==> src/rtl/lmod_pkg.sv <==
`timescale 1ns/1ps
package lmod_pkg;

    // Default carrier divisors for the two subcarriers and the two bit rates.
    localparam int SC_HI_DIV_DEF = 32;
    localparam int SC_LO_DIV_DEF = 28;
    localparam int FAST_DIV_DEF  = 512;
    localparam int SLOW_DIV_DEF  = 2048;

    // Transmit state held across a bit period.
    typedef struct packed {
        logic active;  // a bit is being sent
        logic data;    // the bit being sent
        logic fsk;     // mode latched at the bit edge
        logic slow;    // rate latched at the frame edge
    } tx_state_t;

endpackage

==> src/rtl/lmod_subcarrier.sv <==
`timescale 1ns/1ps
// Free-running divide-by-DIV square wave, high during the first DIV/2 counts.
module lmod_subcarrier #(
    parameter int DIV = 32
) (
    input  logic clk,
    input  logic rst,
    output logic wave
);
    localparam int            CW   = $clog2(DIV);
    localparam logic [CW-1:0] LAST = CW'(DIV - 1);
    localparam logic [CW-1:0] HALF = CW'(DIV / 2);

    logic [CW-1:0] cnt_d, cnt_q;

    always_comb begin
        cnt_d = (cnt_q == LAST) ? '0 : cnt_q + 1'b1;
        if (rst) begin
            cnt_d = '0;
        end
    end

    always_ff @(posedge clk) begin
        cnt_q <= cnt_d;
    end

    assign wave = (cnt_q < HALF);
endmodule

==> src/rtl/lmod_bit_timer.sv <==
`timescale 1ns/1ps
// Bit counter shared by both rates. FAST_DIV and SLOW_DIV must be powers of
// two with SLOW_DIV a multiple of FAST_DIV, so a slow edge is also a fast edge.
module lmod_bit_timer #(
    parameter int FAST_DIV = 512,
    parameter int SLOW_DIV = 2048
) (
    input  logic clk,
    input  logic rst,
    input  logic slow_sel,
    output logic bit_end,
    output logic frame_end,
    output logic second_half
);
    localparam int FAST_W = $clog2(FAST_DIV);
    localparam int SLOW_W = $clog2(SLOW_DIV);

    logic [SLOW_W-1:0] cnt_d, cnt_q;
    logic              fast_end;

    always_comb begin
        cnt_d = cnt_q + 1'b1;
        if (rst) begin
            cnt_d = '0;
        end
    end

    always_ff @(posedge clk) begin
        cnt_q <= cnt_d;
    end

    assign fast_end    = &cnt_q[FAST_W-1:0];
    assign frame_end   = &cnt_q;
    assign bit_end     = slow_sel ? frame_end : fast_end;
    assign second_half = slow_sel ? cnt_q[SLOW_W-1] : cnt_q[FAST_W-1];
endmodule

==> src/rtl/lmod_modulator.sv <==
`timescale 1ns/1ps
// Manchester level from data and half-bit phase, then subcarrier selection.
module lmod_modulator (
    input  logic active,
    input  logic data,
    input  logic fsk,
    input  logic second_half,
    input  logic sc_hi,
    input  logic sc_lo,
    output logic sw
);
    logic level;

    always_comb begin
        level = data ^ second_half;  // 1: high then low, 0: low then high
        sw    = 1'b0;
        if (active) begin
            sw = level ? sc_hi : (fsk & sc_lo);
        end
    end
endmodule

==> src/rtl/lmod_encoder.sv <==
`timescale 1ns/1ps
module lmod_encoder
    import lmod_pkg::*;
#(
    parameter int SC_HI_DIV = SC_HI_DIV_DEF,
    parameter int SC_LO_DIV = SC_LO_DIV_DEF,
    parameter int FAST_DIV  = FAST_DIV_DEF,
    parameter int SLOW_DIV  = SLOW_DIV_DEF
) (
    input  logic clk,
    input  logic rst,
    input  logic fsk_mode,
    input  logic slow_rate,
    input  logic in_valid,
    input  logic in_bit,
    output logic in_ready,
    output logic load_sw
);
    localparam int NUM_SC = 2;

    logic [NUM_SC-1:0] sc_wave;   // [0] high subcarrier, [1] low subcarrier
    logic              bit_end;
    logic              frame_end;
    logic              second_half;
    tx_state_t         tx_d, tx_q;

    for (genvar g = 0; g < NUM_SC; g++) begin : g_sc
        lmod_subcarrier #(
            .DIV((g == 0) ? SC_HI_DIV : SC_LO_DIV)
        ) u_sc (
            .clk  (clk),
            .rst  (rst),
            .wave (sc_wave[g])
        );
    end

    lmod_bit_timer #(
        .FAST_DIV (FAST_DIV),
        .SLOW_DIV (SLOW_DIV)
    ) u_timer (
        .clk         (clk),
        .rst         (rst),
        .slow_sel    (tx_q.slow),
        .bit_end     (bit_end),
        .frame_end   (frame_end),
        .second_half (second_half)
    );

    always_comb begin
        tx_d = tx_q;
        if (bit_end) begin
            tx_d.active = in_valid;
            tx_d.data   = in_valid ? in_bit : tx_q.data;
            tx_d.fsk    = fsk_mode;
        end
        if (frame_end) begin
            tx_d.slow = slow_rate;
        end
        if (rst) begin
            tx_d = '0;
        end
    end

    always_ff @(posedge clk) begin
        tx_q <= tx_d;
    end

    lmod_modulator u_mod (
        .active      (tx_q.active),
        .data        (tx_q.data),
        .fsk         (tx_q.fsk),
        .second_half (second_half),
        .sc_hi       (sc_wave[0]),
        .sc_lo       (sc_wave[1]),
        .sw          (load_sw)
    );

    assign in_ready = bit_end & ~rst;
endmodule

==> config.mk <==
export PLATFORM = sky130hd
export DESIGN_NAME = lmod_encoder
export DESIGN_NICKNAME = d
export VERILOG_FILES = /design/src/rtl/lmod_pkg.sv /design/src/rtl/lmod_subcarrier.sv /design/src/rtl/lmod_bit_timer.sv /design/src/rtl/lmod_modulator.sv /design/src/rtl/lmod_encoder.sv
export SDC_FILE = /design/constraint.sdc
export NUM_CORES = 1
export LEC_CHECK = 0
export BUFFER_PORTS_ARGS = -buffer_cell sky130_fd_sc_hd__buf_4
export CAP_MARGIN = 10
export CORE_MARGIN = 1.5
export CORE_UTILIZATION = 35
export CTS_CLUSTER_DIAMETER = 50
export CTS_CLUSTER_SIZE = 28
export DETAILED_ROUTE_END_ITERATION = 10
export PLACE_DENSITY_LB_ADDON = 0.15
export RECOVER_POWER = 100
export SLEW_MARGIN = 30
export SYNTH_ARGS = -nofsm -noshare
export SYNTH_HDL_FRONTEND = slang
export SYNTH_SLANG_ARGS = --single-unit
==> constraint.sdc <==
create_clock -name clk -period 4.2 [get_ports clk]
set_input_delay 0.63 -clock clk [delete_from_list [all_inputs] [get_ports clk]]
set_output_delay 0.63 -clock clk [all_outputs]
set_load 0.01 [all_outputs]
==> flow_summary.json <==
{
  "finalSetupTns_ps": 0,
  "grt_pass1_wl_mm": 2.918,
  "fin_nets": 133,
  "synth-xor-area-share_pct": 9.906,
  "rr_startpoint": "u_timer.cnt_q[0]$_SDFF_PP0_",
  "internal_power_mw": 0.2914,
  "hold_path.class": "flop to flop",
  "synth-edff-count": 0,
  "post-route-min-period_ps": 2651,
  "setup_violations": 0,
  "drt_drc_violations_left": 0,
  "cts_buffers": 3,
  "dr.pass1.iters": 6,
  "cp.arrival_ps": 2020,
  "syn_nets": 123,
  "vias_per_cell": 5.000,
  "fmax_ghz": 0.3772,
  "p_comb_share_pct": 5.3,
  "synth_top_cell_by_area": "dfxtp_1",
  "cts_tree": "done",
  "min_from": "g_sc[1].u_sc.cnt_q[0]$_SDFF_PP0_",
  "syn_area_sq_mm": 0.001061,
  "cts-resized-gates": 0,
  "worst_ep_required_time_ps": 3570,
  "cts_buffer_depth": 2,
  "synthAdderAreaFrac_pct": 5.896,
  "setup.worst_path.class": "flop to output pin",
  "skew_ps": 12.43,
  "antenna_cells": 0,
  "grt_usage_pct": 11.48,
  "ant_nets": 0,
  "synth.area.top_cells": "dfxtp_1, ha_1, xor2_1",
  "finalHoldViolCount": 0,
  "power_frac_seq_pct": 66.0,
  "power_density_mw_per_mm2": 329.3,
  "grt_overflow": 0,
  "netlist.area_leader.share_pct": 47.17,
  "synthMuxAreaShare_pct": 2.830,
  "ctsHtreeMaxLevel": 1,
  "die_height_um": 58.06,
  "synth_cell_types": 27,
  "hold_buffers": 0,
  "grt_pass1_vias": 679,
  "fin_crit_sh_pct": 63.13,
  "path_clk_slew_ps": 150,
  "ir_worst_vdd_v": 0.0001046,
  "ys_warn_count": 0,
  "drive_gt1_share_pct": 6.612,
  "slew_headroom_pct": 37.21,
  "synth-simple-area-share_pct": 27.36,
  "tightest_slew_ps": 941.9,
  "cap_violations": 0,
  "clock-root-buffer": "clkbuf_4",
  "synth_common_cells": "dfxtp_1, nor2_1, nand3_1",
  "io_buffer_count": 7,
  "regArea_sq_um": 500.5,
  "core-area_sq_mm": 0.002805,
  "syn_area_per_cell_sq_um": 9.473,
  "synth-compound-area-share_pct": 5.425,
  "synth_cells": 112,
  "place_hpwl_mm": 1.355,
  "areaGrowthSynthToFinish_pct": 8.845,
  "final_max_slew_viol_count": 0,
  "synth_top_family_by_area": "simple AND/OR/NAND/NOR gates",
  "dieArea_sq_mm": 0.003371,
  "grt_max_degree": 25,
  "yosysSeqAreaShare_pct": 47.17,
  "ys_async_sr_fraction_pct": 0,
  "vias": 760,
  "cp-start-kind": "flop",
  "rsz0062_at_grt": "false",
  "crit_fanout": 6,
  "gp_congestion": 0.7123,
  "clock_power_share_pct": 28.7,
  "initial_core_util_pct": 37.82,
  "synth_most_common_cell": "dfxtp_1",
  "cts_sinks": 25,
  "wl_per_cell_um": 11.67,
  "final_core_utilization_pct": 41.17,
  "antenna_found_initial": 0,
  "io_pins": 8,
  "setup_slack_ps": 1549,
  "ys_seq_elements": 25,
  "clock_latency_ps": 320,
  "crit_start": "u_timer.cnt_q[0]$_SDFF_PP0_",
  "cts_setup_buffers": 0,
  "first_iter_violations": 21,
  "swShare_pct": 23.36,
  "dp_slack_ps": 1955,
  "final.fill_count": 303,
  "leakagePower_nw": 0.4450,
  "switchingPower_mw": 0.08882,
  "crit_path_end_kind": "output pin",
  "synthFlopType": "dfxtp_1",
  "multi_input_area_sq_um": 536.8,
  "dieWidth_um": 58.06,
  "row_count": 19,
  "outcome": "complete, no violations",
  "wl_mm": 1.774
}
[area by class of cell]
cell class,count,share of cell area [%]
clock buffers,3,1.950
clock inverters,1,0.6501
inverters,2,0.6501
multi-input cells,83,46.48
flip-flops and latches,25,43.34
well taps,31,3.359
repair buffers,7,3.575
[sequential cells by signal, indices dropped and copies added (netlist names)]
name / flops
g_sc.u_sc.cnt_q: 10
tx_q: 4
u_timer.cnt_q: 11
[worst max-delay path, stage by stage (launching register included)]
cell	delay, ps
dfxtp_1	400
ha_1	220
and4_1	310
and4_1	220
ha_1	150
nand2b_1	90
a21oi_1	160
clkbuf_1	170
[logic make-up after synthesis]
logic type	after synthesis
adder cells (fa/ha/maj)	5
AO/OA/AOI/OAI	10
XOR/XNOR	12
multiplexers	3
flip-flops	25
AND/OR/NAND/NOR	53
buffers and inverters	4
[power by group through the flow]
stage / sequential (mW) / combinational, mW / clock [mW]
2_1_floorplan: 0.255 / 0.0148 / 0
3_3_place_gp: 0.256 / 0.0206 / 0
3_5_place_dp: 0.256 / 0.0214 / 0
4_1_cts: 0.251 / 0.0214 / 0.113
5_1_grt: 0.252 / 0.0234 / 0.124
6_report: 0.251 / 0.0202 / 0.109
[placed cells by master (no fill, tap or decap), drive strengths merged, types with 2 or more instances in the layout]
cell type  synthesis  layout
nand2b             3       3
xor2               7       7
nand3              9       9
clkbuf             2       6
and4               4       4
nor3               4       4
mux2i              3       3
nand4              2       2
inv                2       2
nor3b              2       2
nor2              14      14
xnor2              5       5
nand2              6       6
a21oi              5       5
or3                2       2
ha                 5       5
buf                0       4
dfxtp             25      25
nor2b              3       3
o21ai              3       3
[path summary, 6_finish.rpt]
path                            slack (ps)                          endpoint  cells after the start
worst max register to register        2160              tx_q[2]$_SDFFE_PP0P_                      7
worst min register to register         460  g_sc[1].u_sc.cnt_q[0]$_SDFF_PP0_                      1
worst max-delay path                  1550                          in_ready                      7
worst min-delay path                   460  g_sc[1].u_sc.cnt_q[0]$_SDFF_PP0_                      1
[metal layers]
| layer | part of all wire, % | global-route usage, % |
|---|---|---|
| met5 | 0 | 0 |
| met4 | 1.2 | 5.980 |
| met3 | 2.0 | 2.009 |
| met2 | 46 | 18.34 |
| met1 | 50 | 14.78 |
[stage by stage]
stage / hold WS [ps] / power, mW / instances / cell area, sq um
floorplan: 417.6 / 0.2696 / 112 / 1061
global placement: 435.0 / 0.2762 / 148 / 1145
detailed placement: 441.3 / 0.2775 / 148 / 1145
CTS: 462.2 / 0.3854 / 152 / 1175
global route: 485.3 / 0.3995 / 152 / 1155
finish: 463.8 / 0.3802 / 152 / 1155
No activity file was read; power rests on OpenSTA's default activity.
